### src/rtl/codec_xcvr_pkg.sv
package codec_xcvr_pkg;

   function automatic int unsigned clamp_len(input int unsigned req,
                                             input int unsigned lo,
                                             input int unsigned hi);
      if (req < lo)      return lo;
      else if (req > hi) return hi;
      else               return req;
   endfunction

   typedef enum logic [0:0] {
      RX_IDLE  = 1'b0,
      RX_SHIFT = 1'b1
   } rx_phase_t;

endpackage

### src/rtl/codec_frame_ctrl.sv
module codec_frame_ctrl
   import codec_xcvr_pkg::*;
#(
   parameter int unsigned MIN_LEN = 8,
   parameter int unsigned MAX_LEN = 32,
   localparam int unsigned LEN_W  = $clog2(MAX_LEN + 1)
) (
   input  logic             bit_launch,
   input  logic             frame_start,
   input  logic             tx_en,
   input  logic             rx_en,
   input  logic             tx_valid,
   input  logic             rx_busy,
   input  logic [LEN_W-1:0] word_len,
   output logic             slot_open,
   output logic             tx_take,
   output logic [LEN_W-1:0] len_eff
);

   always_comb begin
      slot_open = frame_start && bit_launch && rx_en && !rx_busy;
      tx_take   = slot_open && tx_en && tx_valid;
      len_eff   = LEN_W'(clamp_len(int'(word_len), MIN_LEN, MAX_LEN));
   end

endmodule

### src/rtl/codec_tx_shifter.sv
module codec_tx_shifter #(
   parameter int unsigned MAX_LEN   = 32,
   parameter bit          MSB_FIRST = 1'b1,
   localparam int unsigned LEN_W    = $clog2(MAX_LEN + 1),
   localparam int unsigned IDX_W    = $clog2(MAX_LEN)
) (
   input  logic               clk,
   input  logic               rst_n,
   input  logic               bit_launch,
   input  logic               slot_open,
   input  logic               load_valid,
   input  logic [MAX_LEN-1:0] load_word,
   input  logic [LEN_W-1:0]   len_eff,
   output logic               tx_line
);

   logic [MAX_LEN-1:0] word_q;
   logic [LEN_W-1:0]   len_q;
   logic [LEN_W-1:0]   cnt_q;
   logic               busy_q;
   logic               line_q;
   logic [IDX_W-1:0]   first_idx;
   logic [IDX_W-1:0]   next_idx;
   logic [MAX_LEN-1:0] slot_word;

   generate
      if (MSB_FIRST) begin : g_msb_first
         assign first_idx = IDX_W'(len_eff - 1'b1);
         assign next_idx  = IDX_W'(len_q - 1'b1 - cnt_q);
      end else begin : g_lsb_first
         assign first_idx = '0;
         assign next_idx  = IDX_W'(cnt_q);
      end
   endgenerate

   assign slot_word = load_valid ? load_word : '0;

   always_ff @(posedge clk or negedge rst_n) begin
      if (!rst_n) begin
         word_q <= '0;
         len_q  <= '0;
         cnt_q  <= '0;
         busy_q <= 1'b0;
         line_q <= 1'b0;
      end else if (slot_open) begin
         word_q <= slot_word;
         len_q  <= len_eff;
         cnt_q  <= LEN_W'(1);
         busy_q <= 1'b1;
         line_q <= slot_word[first_idx];
      end else if (bit_launch && busy_q) begin
         if (cnt_q == len_q) begin
            busy_q <= 1'b0;
            line_q <= 1'b0;
         end else begin
            line_q <= word_q[next_idx];
            cnt_q  <= cnt_q + 1'b1;
         end
      end
   end

   assign tx_line = line_q;

endmodule

### src/rtl/codec_rx_shifter.sv
module codec_rx_shifter
   import codec_xcvr_pkg::*;
#(
   parameter int unsigned MAX_LEN   = 32,
   parameter bit          MSB_FIRST = 1'b1,
   localparam int unsigned LEN_W    = $clog2(MAX_LEN + 1),
   localparam int unsigned IDX_W    = $clog2(MAX_LEN)
) (
   input  logic               clk,
   input  logic               rst_n,
   input  logic               bit_sample,
   input  logic               slot_open,
   input  logic [LEN_W-1:0]   len_eff,
   input  logic               rx_line,
   input  logic               rx_ready,
   output logic               rx_busy,
   output logic [MAX_LEN-1:0] rx_data,
   output logic               rx_valid,
   output logic               rx_overrun
);

   rx_phase_t          phase_q;
   logic [MAX_LEN-1:0] shift_q;
   logic [LEN_W-1:0]   len_q;
   logic [LEN_W-1:0]   cnt_q;
   logic               valid_q;
   logic               overrun_q;
   logic [IDX_W-1:0]   put_idx;

   generate
      if (MSB_FIRST) begin : g_msb_first
         assign put_idx = IDX_W'(len_q - 1'b1 - cnt_q);
      end else begin : g_lsb_first
         assign put_idx = IDX_W'(cnt_q);
      end
   endgenerate

   always_ff @(posedge clk or negedge rst_n) begin
      if (!rst_n) begin
         phase_q   <= RX_IDLE;
         shift_q   <= '0;
         len_q     <= '0;
         cnt_q     <= '0;
         valid_q   <= 1'b0;
         overrun_q <= 1'b0;
      end else begin
         valid_q   <= 1'b0;
         overrun_q <= overrun_q | (valid_q & ~rx_ready);
         if (slot_open) begin
            phase_q <= RX_SHIFT;
            shift_q <= '0;
            len_q   <= len_eff;
            cnt_q   <= '0;
         end else if (phase_q == RX_SHIFT && bit_sample) begin
            shift_q[put_idx] <= rx_line;
            cnt_q            <= cnt_q + 1'b1;
            if (cnt_q == len_q - 1'b1) begin
               phase_q <= RX_IDLE;
               valid_q <= 1'b1;
            end
         end
      end
   end

   assign rx_busy    = (phase_q == RX_SHIFT);
   assign rx_data    = shift_q;
   assign rx_valid   = valid_q;
   assign rx_overrun = overrun_q;

endmodule

### src/rtl/codec_duplex_xcvr.sv
module codec_duplex_xcvr #(
   parameter int unsigned MIN_LEN   = 8,
   parameter int unsigned MAX_LEN   = 32,
   parameter bit          MSB_FIRST = 1'b1,
   localparam int unsigned LEN_W    = $clog2(MAX_LEN + 1)
) (
   input  logic               clk,
   input  logic               rst_n,
   input  logic               bit_launch,
   input  logic               bit_sample,
   input  logic               frame_start,
   input  logic               tx_en,
   input  logic               rx_en,
   input  logic [LEN_W-1:0]   word_len,
   input  logic [MAX_LEN-1:0] tx_data,
   input  logic               tx_valid,
   output logic               tx_ready,
   output logic               tx_line,
   input  logic               rx_line,
   output logic [MAX_LEN-1:0] rx_data,
   output logic               rx_valid,
   input  logic               rx_ready,
   output logic               rx_overrun
);

   generate
      if (MIN_LEN < 1) begin : g_bad_min
         $error("MIN_LEN must be at least 1");
      end
      if (MIN_LEN > MAX_LEN) begin : g_bad_range
         $error("MIN_LEN must not exceed MAX_LEN");
      end
      if (MAX_LEN < 2 || MAX_LEN > 64) begin : g_bad_max
         $error("MAX_LEN must lie in 2..64");
      end
   endgenerate

   logic             slot_open;
   logic             tx_take;
   logic             rx_busy;
   logic [LEN_W-1:0] len_eff;

   codec_frame_ctrl #(
      .MIN_LEN (MIN_LEN),
      .MAX_LEN (MAX_LEN)
   ) u_ctrl (
      .bit_launch  (bit_launch),
      .frame_start (frame_start),
      .tx_en       (tx_en),
      .rx_en       (rx_en),
      .tx_valid    (tx_valid),
      .rx_busy     (rx_busy),
      .word_len    (word_len),
      .slot_open   (slot_open),
      .tx_take     (tx_take),
      .len_eff     (len_eff)
   );

   codec_tx_shifter #(
      .MAX_LEN   (MAX_LEN),
      .MSB_FIRST (MSB_FIRST)
   ) u_tx (
      .clk        (clk),
      .rst_n      (rst_n),
      .bit_launch (bit_launch),
      .slot_open  (slot_open),
      .load_valid (tx_take),
      .load_word  (tx_data),
      .len_eff    (len_eff),
      .tx_line    (tx_line)
   );

   codec_rx_shifter #(
      .MAX_LEN   (MAX_LEN),
      .MSB_FIRST (MSB_FIRST)
   ) u_rx (
      .clk        (clk),
      .rst_n      (rst_n),
      .bit_sample (bit_sample),
      .slot_open  (slot_open),
      .len_eff    (len_eff),
      .rx_line    (rx_line),
      .rx_ready   (rx_ready),
      .rx_busy    (rx_busy),
      .rx_data    (rx_data),
      .rx_valid   (rx_valid),
      .rx_overrun (rx_overrun)
   );

   assign tx_ready = tx_take;

endmodule

### config.mk
export PLATFORM = sky130hd
export DESIGN_NAME = codec_duplex_xcvr
export DESIGN_NICKNAME = d
export VERILOG_FILES = /design/src/rtl/codec_xcvr_pkg.sv /design/src/rtl/codec_frame_ctrl.sv /design/src/rtl/codec_tx_shifter.sv /design/src/rtl/codec_rx_shifter.sv /design/src/rtl/codec_duplex_xcvr.sv
export SDC_FILE = /design/constraint.sdc
export NUM_CORES = 1
export LEC_CHECK = 0
export CORE_MARGIN = 2
export CORE_UTILIZATION = 45
export CTS_CLUSTER_SIZE = 40
export DETAILED_ROUTE_END_ITERATION = 8
export PLACE_DENSITY_LB_ADDON = 0.15
export SETUP_SLACK_MARGIN = 0.1
export SYNTH_ARGS = -nofsm -noshare
export SYNTH_HDL_FRONTEND = slang
export SYNTH_SLANG_ARGS = --single-unit
export TNS_END_PERCENT = 20
### constraint.sdc
create_clock -name clk -period 3.4 [get_ports clk]
set_clock_uncertainty 0.05 [all_clocks]
set_input_delay 0.68 -clock clk [delete_from_list [all_inputs] [get_ports clk]]
set_output_delay 0.68 -clock clk [all_outputs]
set_load 0.1 [all_outputs]
Word level (Yosys, flattened, before mapping) --
Cells that the tools add are included.
Storage, ports and cells: register bits after elaboration 87, word-level logic and storage cells 73
Operators by class: $add $sub $neg 6, $lt $le $gt $ge 6, eq/ne operators 3, mux-type cells 29, bitwise operators 3, reductions and logical operators 16
Operator list (count):
- 2-to-1 mux 32 bit | 3
- 2-to-1 mux 6 bit | 7
- bitwise mux 32 bit | 1
- < comparator 5 x 6 -> 1 bit, second input constant | 3
- 2-to-1 mux 1 bit | 15
- adder 6 x 1 -> 6 bit, second input constant | 2
- equality test 6 bit | 2
- binary-select mux 1 bit (select 5 bit) | 2
- subtractor 5 bit | 2
- logical AND 1 bit | 8
- nonzero test 2 bit | 4
- > comparator 6 bit, second input constant | 1
- < comparator 6 x 4 -> 1 bit, second input constant | 1
- AND reduction 2 bit | 3
- subtractor 6 x 1 -> 6 bit, second input constant | 1
- demux 1 bit (select 5 bit) | 1
- greater-or-equal comparator 5 x 1 -> 1 bit, second input constant | 1
- subtractor 5 x 1 -> 5 bit, second input constant | 1
- inequality test 2 bit, second input constant | 1
- AND 1 bit | 1
- zero test 1 bit | 1
- inverter 1 bit | 1
- bitwise OR 1 bit | 1

Longest topological paths before layout --
Gate-level depths: netlist of the first run.
word-level depth 9, depth in mapped cells 12

Hierarchy --
A second synthesis of the first run with hierarchy kept.
Unflattened totals: cell total of the unflattened synthesis 542, area total of the unflattened synthesis 5425.2 sq um
Modules (own cells, without submodules):
- codec_tx_shifter | times used 1, cells an instance 287, area each 2738.9 sq um, sequential area each 1151.1 sq um
- codec_rx_shifter | times used 1, cells an instance 245, area each 2622.5 sq um, sequential area each 1176.1 sq um
- codec_frame_ctrl | times used 1, cells an instance 10, area each 63.8 sq um, sequential area each 0.0 sq um

Worst setup path after synthesis of the first run --
Ideal clock, no wire load.
path type input to register, from input port word_len[5], to register u_tx.line_q (netlist: u_tx.tx_line), library setup time 130 ps, arrival time 2907 ps, data required time 3220 ps, path slack 312 ps, stages 11, path buffers 3, path through clkbuf_1 -> o21ba_2 -> nand2_1 -> clkbuf_1 -> ha_1 -> buf_2 -> mux4_1 -> mux2_2 -> nand3_1 -> and3_1 -> a211oi_1
On the way: word-level cells in the longest chain between the ends 7, elaborated cells between the ends (all ways) 8, those cells by class add/sub (1); order compare (2); mux (5)
Ends and longest elaborated chain:
- start: declaration | RTL line codec_duplex_xcvr.sv:14 | input logic [LEN_W-1:0] word_len,
- > comparator 6 bit | RTL line codec_xcvr_pkg.sv:7 | else if (req > hi) return hi;
- 2-to-1 mux 6 bit | RTL line codec_xcvr_pkg.sv:7
- 2-to-1 mux 6 bit (*) | RTL line codec_xcvr_pkg.sv:6 | if (req < lo) return lo;
- subtractor 5 x 1 -> 5 bit (*) | RTL line codec_tx_shifter.sv:28 | assign first_idx = IDX_W'(len_eff - 1'b1);
- binary-select mux 1 bit (select 5 bit) (*) | RTL line codec_tx_shifter.sv:50 | line_q <= slot_word[first_idx];
- 2-to-1 mux 1 bit (implied by the code) (*) | RTL line codec_tx_shifter.sv:50
- 2-to-1 mux 1 bit (*) | RTL line codec_tx_shifter.sv:45 | end else if (slot_open) begin
- end signal: assignment | RTL line codec_tx_shifter.sv:50
- end signal: assignment | RTL line codec_tx_shifter.sv:56 | line_q <= word_q[next_idx];
- end: declaration | RTL line codec_tx_shifter.sv:21 | logic line_q;
Mark *: on every way between the ends. The rest lies on a longest branch, timed or not. The select of a mux whose other input is x is not followed. A chain may end at the register's enable or synchronous reset.

Worst setup path in the final report of the first run --
from input port bit_launch, to output port tx_ready
On the way: word-level cells in the longest chain between the ends 5
Ends and longest elaborated chain:
- start: declaration | RTL line codec_duplex_xcvr.sv:9 | input logic bit_launch,
- logical AND 1 bit (3 in series) | RTL line codec_frame_ctrl.sv:21 | slot_open = frame_start && bit_launch && rx_en && !rx_busy;
- logical AND 1 bit (2 in series) | RTL line codec_frame_ctrl.sv:22 | tx_take = slot_open && tx_en && tx_valid;
- end: declaration | RTL line codec_duplex_xcvr.sv:17 | output logic tx_ready,
No other way between the ends.

==> results of run 1 <==
==> report_power, final <==
part | total (mW) | internal, mW | switching, mW
Sequential | 1.46 | 1.28 | 0.184
Clock | 0.705 | 0.282 | 0.424
Combinational | 3.19 | 0.850 | 2.34
==> cell families (layout without fill, tap and decap cells) <==
family	count (synthesis)	after routing	share of synthesized area
mux	18	18	0.0787
fa+ha+maj	14	14	0.0403
compound gates	131	131	0.179
simple gates	139	139	0.144
flops	87	87	0.461
buf+inv	38	126	0.0326
xor+xnor	32	32	0.0641
==> how the worst max path moves through the flow <==
stage | start | end | slack [ns] | cells past startpoint
2_1_floorplan | word_len[5] | u_tx.tx_line$_DFFE_PN0P_ | 0.31 | 11
3_3_place_gp | word_len[3] | u_tx.tx_line$_DFFE_PN0P_ | 0.22 | 9
3_5_place_dp | word_len[3] | u_tx.tx_line$_DFFE_PN0P_ | 0.14 | 9
4_1_cts | bit_launch | tx_ready | 0.39 | 4
5_1_grt | u_rx.len_q[0]$_DFFE_PN0N_ | u_rx.rx_data[25]$_DFFE_PN0P_ | 0.21 | 11
6_report | bit_launch | tx_ready | 0.43 | 4
==> layer usage <==
metal	GRT usage	up-vias	part of all wire
met2	0.386	155	0.50
met1	0.296	1940	0.43
met3	0.0435	17	0.055
li1	-	1858	-
met5	0	-	0
met4	0.0807	0	0.018
==> registers in the layout, summed over array words and instances, names as in the netlist, 6 cells and up <==
signal,cells
u_rx.rx_data,32
u_tx.word_q,32
u_rx.cnt_q,6
u_rx.len_q,6
u_tx.cnt_q,6
==> area by class of cell <==
type | count | area [µm²]
tap | 136 | 170
sequential | 87 | 2180
clock buffer | 9 | 124
timing repair buffer | 95 | 841
clock inverter | 7 | 61.3
multi-input combinational | 334 | 2390
fill | 949 | 4460
inverter | 15 | 56.3
==> Yosys cell counts, types with 2 or more instances <==
master / number / area, µm²
nand4_1: 8 / 50.1
nand2_1: 34 / 128
mux4_1: 4 / 105
a21o_1: 4 / 30.0
a211oi_1: 4 / 30.0
xnor2_2: 2 / 32.5
a21oi_1: 35 / 175
nand3_1: 46 / 230
inv_1: 15 / 56.3
nor2b_1: 3 / 18.8
mux2i_1: 3 / 30.0
a22o_1: 32 / 280
buf_1: 5 / 18.8
nor3_2: 2 / 20.0
o31ai_1: 3 / 22.5
buf_2: 3 / 15.0
a22oi_1: 2 / 15.0
mux4_2: 10 / 225
xnor2_1: 18 / 158
xor2_1: 11 / 96.3
fa_1: 2 / 40.0
dfrtp_1: 87 / 2180
ha_1: 12 / 150
nand2b_1: 2 / 12.5
nor2_1: 22 / 82.6
a221o_1: 2 / 20.0
clkbuf_1: 14 / 52.6
nor3_1: 10 / 50.1
o21ai_0: 42 / 210
and3_1: 4 / 25.0
==> worst max-delay path, stage by stage <==
cell and delay, ns:
clkdlybuf4s50_1 0.55, and4_1 0.28, and3_1 0.49, buf_12 0.24
==> impl_metrics.env, run 1 <==
export IMPL_htree_num_levels=3
export IMPL_vias_per_cell=5.81
export IMPL_syn_cell_area_mm2=0.00472
export IMPL_core_mm2=0.0103
export IMPL_final_layout_size_suffix_gt1_frac=0.159
export IMPL_hp_class="reg2reg"
export IMPL_hold_end="u_rx.rx_overrun$_DFF_PN0_"
export IMPL_routabilityCongestion=0.914
export IMPL_finalSetupViolations=0
export IMPL_rr_startpoint="u_rx.len_q[1]$_DFFE_PN0N_"
export IMPL_cp_max_fo=10
export IMPL_routed_wl_um=12500
export IMPL_yosys_register_bits=87
export IMPL_ys_seq_area_frac=0.461
export IMPL_period_share=0.874
export IMPL_clk_transition_reported_paths_ns=0.10
export IMPL_dr_pass1_iters=4
export IMPL_antenna_found_initial=0
export IMPL_grt_max_degree=88
export IMPL_wl_per_cell_um=18.3
export IMPL_hold_buffers=0
export IMPL_min_path_cells=1
export IMPL_cp_arrival_ns=2.24
export IMPL_nets=604
export IMPL_ir_worst_vdd_mv=0.685
export IMPL_instances_no_fill=683
export IMPL_place_hpwl_um=9090
export IMPL_final_max_slew_violation_count=0
export IMPL_critPathLaunchType="input pin"
export IMPL_mostFrequentLayoutCell="dfrtp_1"
export IMPL_min_from="u_rx.rx_overrun$_DFF_PN0_"
export IMPL_grt_use_total=0.229
export IMPL_synthCells=459
export IMPL_io_buffers=83
export IMPL_die_w_um=106
export IMPL_timing_fmax_mhz=337
export IMPL_hold_viol=0
export IMPL_yosysUniqueCellTypes=48
export IMPL_synth_main_ff_cell="dfrtp_1"
export IMPL_cts_tree="built"
export IMPL_cap_violations=0
export IMPL_dp_cells=667
export IMPL_initial_core_util=0.460
export IMPL_post_route_drc_count=0
export IMPL_fin_util=0.566
export IMPL_required_ns=2.67
export IMPL_num_vias=3970
export IMPL_p_leak_nw=2.56
export IMPL_stdcell_area_mm2=0.00582
export IMPL_crit_type="in2out"
export IMPL_post_cts_setup_buffers=0
export IMPL_hold_worst_slack_ns=0.422
export IMPL_rr_worst_depth=9
export IMPL_min_period_ns=2.97
export IMPL_rsz0062_at_grt="no"
export IMPL_ys_async_sr_fraction=1.00
export IMPL_rrSetupSlack_ns=0.49
export IMPL_tightest_slew_ns=1.09
export IMPL_yosysWarningCount=0
export IMPL_run_status="completed"
export IMPL_ios=84
export IMPL_cts_resized=0
export IMPL_total_power_mw=5.36
export IMPL_layout_common_cells="dfrtp_1, buf_4, nand3_1, clkdlybuf4s50_1, o21ai_0"
export IMPL_synth_edf_count=0
export IMPL_ant_nets=0
export IMPL_clkLatencyLatePin_ns=0.36
export IMPL_worst_slack_ns=0.430
export IMPL_synth_area_per_cell_um2=10.3
export IMPL_critPathCaptureType="output port"
export IMPL_grt_pass1_wl_um=20400
export IMPL_diodes=0
export IMPL_placed_area_mm2=0.00564
export IMPL_dp_slack_ns=0.137
export IMPL_syn2layout_area_growth_pct=23.3
export IMPL_finalSetupTns_ns=0
export IMPL_grt_pass1_vias=4047
export IMPL_row_count=37
export IMPL_ctsLongestPathBuffers=2
export IMPL_r2r_end="u_tx.tx_line$_DFFE_PN0P_"
export IMPL_cts_root_buf="clkbuf_8"
export IMPL_grt_ovfl_total=0
export IMPL_dieArea_mm2=0.0113
export IMPL_cts_sinks=87
export IMPL_cts_buffers=9
export IMPL_slew_headroom=0.274
export IMPL_p_per_area_mw_per_mm2=920
export IMPL_die_h_um=106
export IMPL_syn_nets=521
export IMPL_drtIter0Drc=203
(Power assumes the default switching activity.)
==> run 2, diff against run 1 <==
==> constraint.sdc (replaced) <==
create_clock -name clk -period 3.77 [get_ports clk]
set_clock_uncertainty 0.05 [all_clocks]
set_input_delay 0.754 -clock clk [delete_from_list [all_inputs] [get_ports clk]]
set_output_delay 0.754 -clock clk [all_outputs]
set_load 0.1 [all_outputs]
==> run 2 against run 1 <==
Register-to-register slack gained 0.22 ns. Wire length shrank 3.2%. Clock-buffer cell count is the same. Critical endpoint is now u_tx.tx_line$_DFFE_PN0P_.
==> impl_metrics.env, run 2 (synthesized netlist as in run 1, its figures left out) <==
export IMPL_run_status="completed"
export IMPL_layout_common_cells="dfrtp_1, clkdlybuf4s50_1, nand3_1"
export IMPL_hold_buffers=0
export IMPL_slew_headroom=0.283
export IMPL_row_count=37
export IMPL_cts_root_buf="clkbuf_8"
export IMPL_rr_worst_depth=8
export IMPL_mostFrequentLayoutCell="dfrtp_1"
export IMPL_comb_power_share=0.578
export IMPL_post_route_drc_count=0
export IMPL_place_hpwl_um=8830
export IMPL_diodes=0
export IMPL_total_power_mw=5.05
export IMPL_cts_buffers=9
export IMPL_htree_num_levels=3
export IMPL_tightest_slew_ns=1.08
export IMPL_ant_nets=0
export IMPL_cts_sinks=87
export IMPL_die_w_um=106
export IMPL_grt_pass1_wl_um=20200
export IMPL_routed_wl_um=12100
export IMPL_finalSetupViolations=0
export IMPL_die_h_um=106
export IMPL_cts_tree="built"
export IMPL_hp_class="reg2reg"
export IMPL_grt_use_total=0.227
export IMPL_ios=84
export IMPL_instances_no_fill=679
export IMPL_rsz0062_at_grt="no"
export IMPL_nets=600
export IMPL_min_path_cells=1
export IMPL_drtIter0Drc=211
export IMPL_cap_violations=0
export IMPL_dieArea_mm2=0.0113
export IMPL_timing_fmax_mhz=320
export IMPL_multi_input_area_mm2=0.00239
export IMPL_syn2layout_area_growth_pct=25.8
export IMPL_min_period_ns=3.12
export IMPL_p_per_area_mw_per_mm2=850
export IMPL_path_cells="clkdlybuf4s50_1, o21ba_2, nand2_1, ha_1, mux4_1, nand4_1, o21ai_1, a211oi_1, a211oi_1"
export IMPL_seqPwrFrac=0.260
export IMPL_crit_top_cell="a211oi_1"
export IMPL_critPathLaunchType="input pin"
export IMPL_grt_pass1_vias=3862
export IMPL_initial_core_util=0.460
export IMPL_vias_per_cell=5.79
export IMPL_cp_slowest_cell="mux4_1"
export IMPL_dr_pass1_iters=5
export IMPL_dp_cells=663
export IMPL_final_seq_area_mm2=0.00218
export IMPL_cts_resized=0
export IMPL_wl_per_cell_um=17.8
export IMPL_power_internal_mw=2.41
export IMPL_clk_transition_reported_paths_ns=0.09
export IMPL_finalSetupTns_ns=0
export IMPL_routabilityCongestion=0.852
export IMPL_n_fill_cell=919
export IMPL_critPathCaptureType="flop"
export IMPL_required_ns=3.96
export IMPL_switching_power_mw=2.64
export IMPL_period_share=0.829
export IMPL_num_vias=3933
export IMPL_crit_type="in2reg"
export IMPL_dp_slack_ns=0.290
export IMPL_critPathMaxStageDelay_ns=0.61
export IMPL_hold_viol=0
export IMPL_final_layout_size_suffix_gt1_frac=0.0884
export IMPL_clkLatencyLatePin_ns=0.37
export IMPL_grt_max_degree=88
export IMPL_post_cts_setup_buffers=0
export IMPL_core_mm2=0.0103
export IMPL_switching_share=0.523
export IMPL_ir_worst_vdd_mv=0.633
export IMPL_grt_ovfl_total=0
export IMPL_antenna_found_initial=0
export IMPL_p_leak_nw=2.52
export IMPL_pwr_share_clk=0.162
export IMPL_worst_slack_ns=0.645
export IMPL_cp_max_fo=10
export IMPL_cp_arrival_ns=3.32
export IMPL_io_buffers=83
export IMPL_final_max_slew_violation_count=0
export IMPL_ctsLongestPathBuffers=2
run 2: changes by cell type in the layout (fill, tap and decap cells not counted):
cell	delta
buf_4	-39
clkdlybuf4s50_1	+35
bufinv_16	+3
clkinvlp_4	-2
clkinv_4	+1
inv_6	-1
inv_8	-1
run 2: worst max-delay path: cells and delay by family:
kind,cells,cell delay (ns)
multiplexers,1,0.61
buffers and inverters,1,0.55
AO/OA/AOI/OAI,4,0.66
adder cells (fa/ha/maj),1,0.52
AND/OR/NAND/NOR,2,0.22
run 2: area by class of cell:
| class | instances | area share |
|---|---|---|
| Multi-Input combinational cell | 334 | 0.403 |
| Sequential cell | 87 | 0.366 |
| Timing Repair Buffer | 91 | 0.151 |
| Tap cell | 136 | 0.0286 |
| Clock inverter | 7 | 0.0211 |
| Clock buffer | 9 | 0.0208 |
| Inverter | 15 | 0.00947 |
run 2: per-stage QoR:
step / instance area, µm² / util / hold slack, ns
2_1_floorplan: 4720 / - / 0.400
3_3_place_gp: 5690 / 0.554 / 0.387
3_5_place_dp: 5690 / 0.554 / 0.401
4_1_cts: 5940 / 0.578 / 0.422
5_1_grt: 5940 / 0.578 / 0.452
6_report: 5940 / 0.578 / 0.414
run 2: final timing paths:
check	from	end	slack [ns]
worst max-delay path	word_len[3]	u_tx.tx_line$_DFFE_PN0P_	0.65
worst min register to register	u_rx.rx_overrun$_DFF_PN0_	u_rx.rx_overrun$_DFF_PN0_	0.41
worst min-delay path	u_rx.rx_overrun$_DFF_PN0_	u_rx.rx_overrun$_DFF_PN0_	0.41
worst max register to register	u_rx.len_q[0]$_DFFE_PN0N_	u_tx.tx_line$_DFFE_PN0P_	0.71
min in group asynchronous	rst_n	u_rx.rx_data[27]$_DFFE_PN0P_	0.52
max in group asynchronous	rst_n	u_rx.len_q[3]$_DFFE_PN0N_	2.46
run 2: layer usage:
layer,GRT usage,wire length [µm]
met4,0.0696,216
met2,0.386,6090
met5,0,0
met3,0.0294,625
met1,0.305,5160
run 2: power by group through the flow:
stage	Clock [mW]	Combinational [mW]	Sequential [mW]
after global routing	0.867	3.10	1.34
after global placement	0	2.89	1.32
final	0.819	2.92	1.31
after detailed placement	0	2.91	1.33
after CTS	0.832	2.92	1.32
after floorplan	0	1.15	2.32
==> run 3, diff against run 2 <==
==> constraint.sdc (replaced) <==
create_clock -name clk -period 2.7 [get_ports clk]
set_clock_uncertainty 0.05 [all_clocks]
set_input_delay 0.54 -clock clk [delete_from_list [all_inputs] [get_ports clk]]
set_output_delay 0.54 -clock clk [all_outputs]
set_load 0.1 [all_outputs]
==> run 3 against run 2 <==
Sequential share of layout area decreased by 2.8 points. Combinational power grew 70%. Flip-flop and latch count unchanged. Hold slack worse by 0.32 ns. Clock-buffer cell count increased by 1. Die area is the same. Largest cell class unchanged.
==> impl_metrics.env, run 3 (synthesized netlist as in run 1, its figures left out) <==
export IMPL_period_share=0.990
export IMPL_vias_per_cell=5.64
export IMPL_p_leak_nw=2.82
export IMPL_place_hpwl_um=9050
export IMPL_grt_max_degree=49
export IMPL_num_vias=4079
export IMPL_ios=84
export IMPL_cts_root_buf="clkbuf_8"
export IMPL_p_per_area_mw_per_mm2=1200
export IMPL_rrSetupSlack_ns=0.03
export IMPL_stdcell_area_mm2=0.00643
export IMPL_routabilityCongestion=0.856
export IMPL_htree_num_levels=3
export IMPL_required_ns=2.90
export IMPL_io_buffers=83
export IMPL_cts_buffers=9
export IMPL_timing_fmax_mhz=374
export IMPL_drtIter0Drc=211
export IMPL_initial_core_util=0.460
export IMPL_ant_nets=0
export IMPL_grt_use_total=0.232
export IMPL_hp_class="in2async"
export IMPL_dieArea_mm2=0.0113
export IMPL_hold_buffers=0
export IMPL_dr_pass1_iters=5
export IMPL_clkLatencyLatePin_ns=0.37
export IMPL_run_status="completed"
export IMPL_critPathCaptureType="flop"
export IMPL_cap_violations=0
export IMPL_cp_max_fo=8
export IMPL_slew_headroom=0.595
export IMPL_tightest_slew_ns=0.604
export IMPL_final_layout_size_suffix_gt1_frac=0.281
export IMPL_cp_arrival_ns=2.88
export IMPL_grt_pass1_vias=4135
export IMPL_post_route_drc_count=0
export IMPL_layout_common_cells="dfrtp_1, buf_4, clkdlybuf4s50_1"
export IMPL_grt_ovfl_total=0
export IMPL_mostFrequentLayoutCell="dfrtp_1"
export IMPL_finalSetupTns_ns=0
export IMPL_ctsLongestPathBuffers=2
export IMPL_wl_per_cell_um=17.4
export IMPL_rsz0062_at_grt="yes"
export IMPL_cts_sinks=87
export IMPL_diodes=0
export IMPL_row_count=37
export IMPL_total_power_mw=7.70
export IMPL_crit_type="reg2reg"
export IMPL_antenna_found_initial=0
export IMPL_nets=644
export IMPL_finalSetupViolations=0
export IMPL_routed_wl_um=12600
export IMPL_grt_pass1_wl_um=20700
export IMPL_placed_area_mm2=0.00596
export IMPL_core_mm2=0.0103
export IMPL_syn2layout_area_growth_pct=36.2
export IMPL_die_h_um=106
export IMPL_ir_worst_vdd_mv=0.873
export IMPL_hold_viol=0
export IMPL_clk_transition_reported_paths_ns=0.10
export IMPL_final_max_slew_violation_count=0
export IMPL_min_period_ns=2.67
export IMPL_critPathLaunchType="flop"
export IMPL_die_w_um=106
export IMPL_cts_tree="built"
-- run 3: changes by cell type in the layout (fill, tap and decap cells not counted), moves of 4 or more --
| cell | change |
|---|---|
| clkdlybuf4s50_1 | -35 |
| o21ai_2 | +6 |
| buf_12 | +4 |
| o21ai_0 | -21 |
| nand2_2 | +5 |
| nand3_1 | -4 |
| o21ai_1 | +15 |
| nand2_1 | -5 |
| buf_4 | +72 |
-- run 3: per-layer routing --
metal | routed length [µm] | vias to the layer above | global-route usage
met1 | 5430 | 2010 | 0.300
met2 | 6460 | 123 | 0.404
li1 | - | 1936 | -
met3 | 590 | 10 | 0.0386
met5 | 0 | - | 0
met4 | 97 | 0 | 0.0640
-- run 3: path summary, 6_finish.rpt --
kind / start / endpoint / depth (start not counted)
setup / recovery: u_rx.len_q[1]$_DFFE_PN0N_ / u_tx.tx_line$_DFFE_PN0P_ / 9
hold / removal: rst_n / u_rx.rx_data[26]$_DFFE_PN0P_ / 1
setup reg to reg: u_rx.len_q[1]$_DFFE_PN0N_ / u_tx.tx_line$_DFFE_PN0P_ / 9
hold reg to reg: u_rx.rx_overrun$_DFF_PN0_ / u_rx.rx_overrun$_DFF_PN0_ / 1
max in group asynchronous: rst_n / u_tx.word_q[28]$_DFFE_PN0N_ / 2
min in group clk: u_rx.rx_overrun$_DFF_PN0_ / u_rx.rx_overrun$_DFF_PN0_ / 1
-- run 3: where the power goes --
group | internal, mW | switching [mW]
combinational | 1.60 | 3.35
clock | 0.377 | 0.530
sequential | 1.61 | 0.227
-- run 3: area by class of cell --
cell class                 instances  area, µm²
fill                             881       3840
multi-input combinational        334       2640
sequential                        87       2180
timing repair buffer             135       1200
tap                              136        170
clock buffer                      10        138
inverter                          15       56.3
clock inverter                     6       51.3
-- run 3: metrics by stage --
step | utilization | setup WS [ns] | hold slack, ns | std cells
after floorplan | - | 0.0524 | 0.194 | 459
after global placement | 0.580 | -0.171 | 0.389 | 701
after detailed placement | 0.580 | -0.217 | 0.415 | 701
after CTS | 0.618 | 0.0101 | 0.0988 | 721
after global routing | 0.626 | -0.0805 | 0.101 | 723
final | 0.626 | 0.0262 | 0.0892 | 723
-- run 3: worst max-delay path, stage by stage, from the launching register on --
cell and delay (ns):
dfrtp_1 0.39, inv_1 0.08, ha_4 0.27, inv_2 0.04, fa_1 0.53, buf_12 0.15, mux4_2 0.31, mux4_2 0.48
a22oi_2 0.17, a211oi_1 0.09
-- run 3: timing repair --
item	CTS	global route
endpoints found under the setup margin	34	33
resized for setup	43	23
setup buffers	4	2
pin swaps	13	11
hold endpoints to repair	0	0
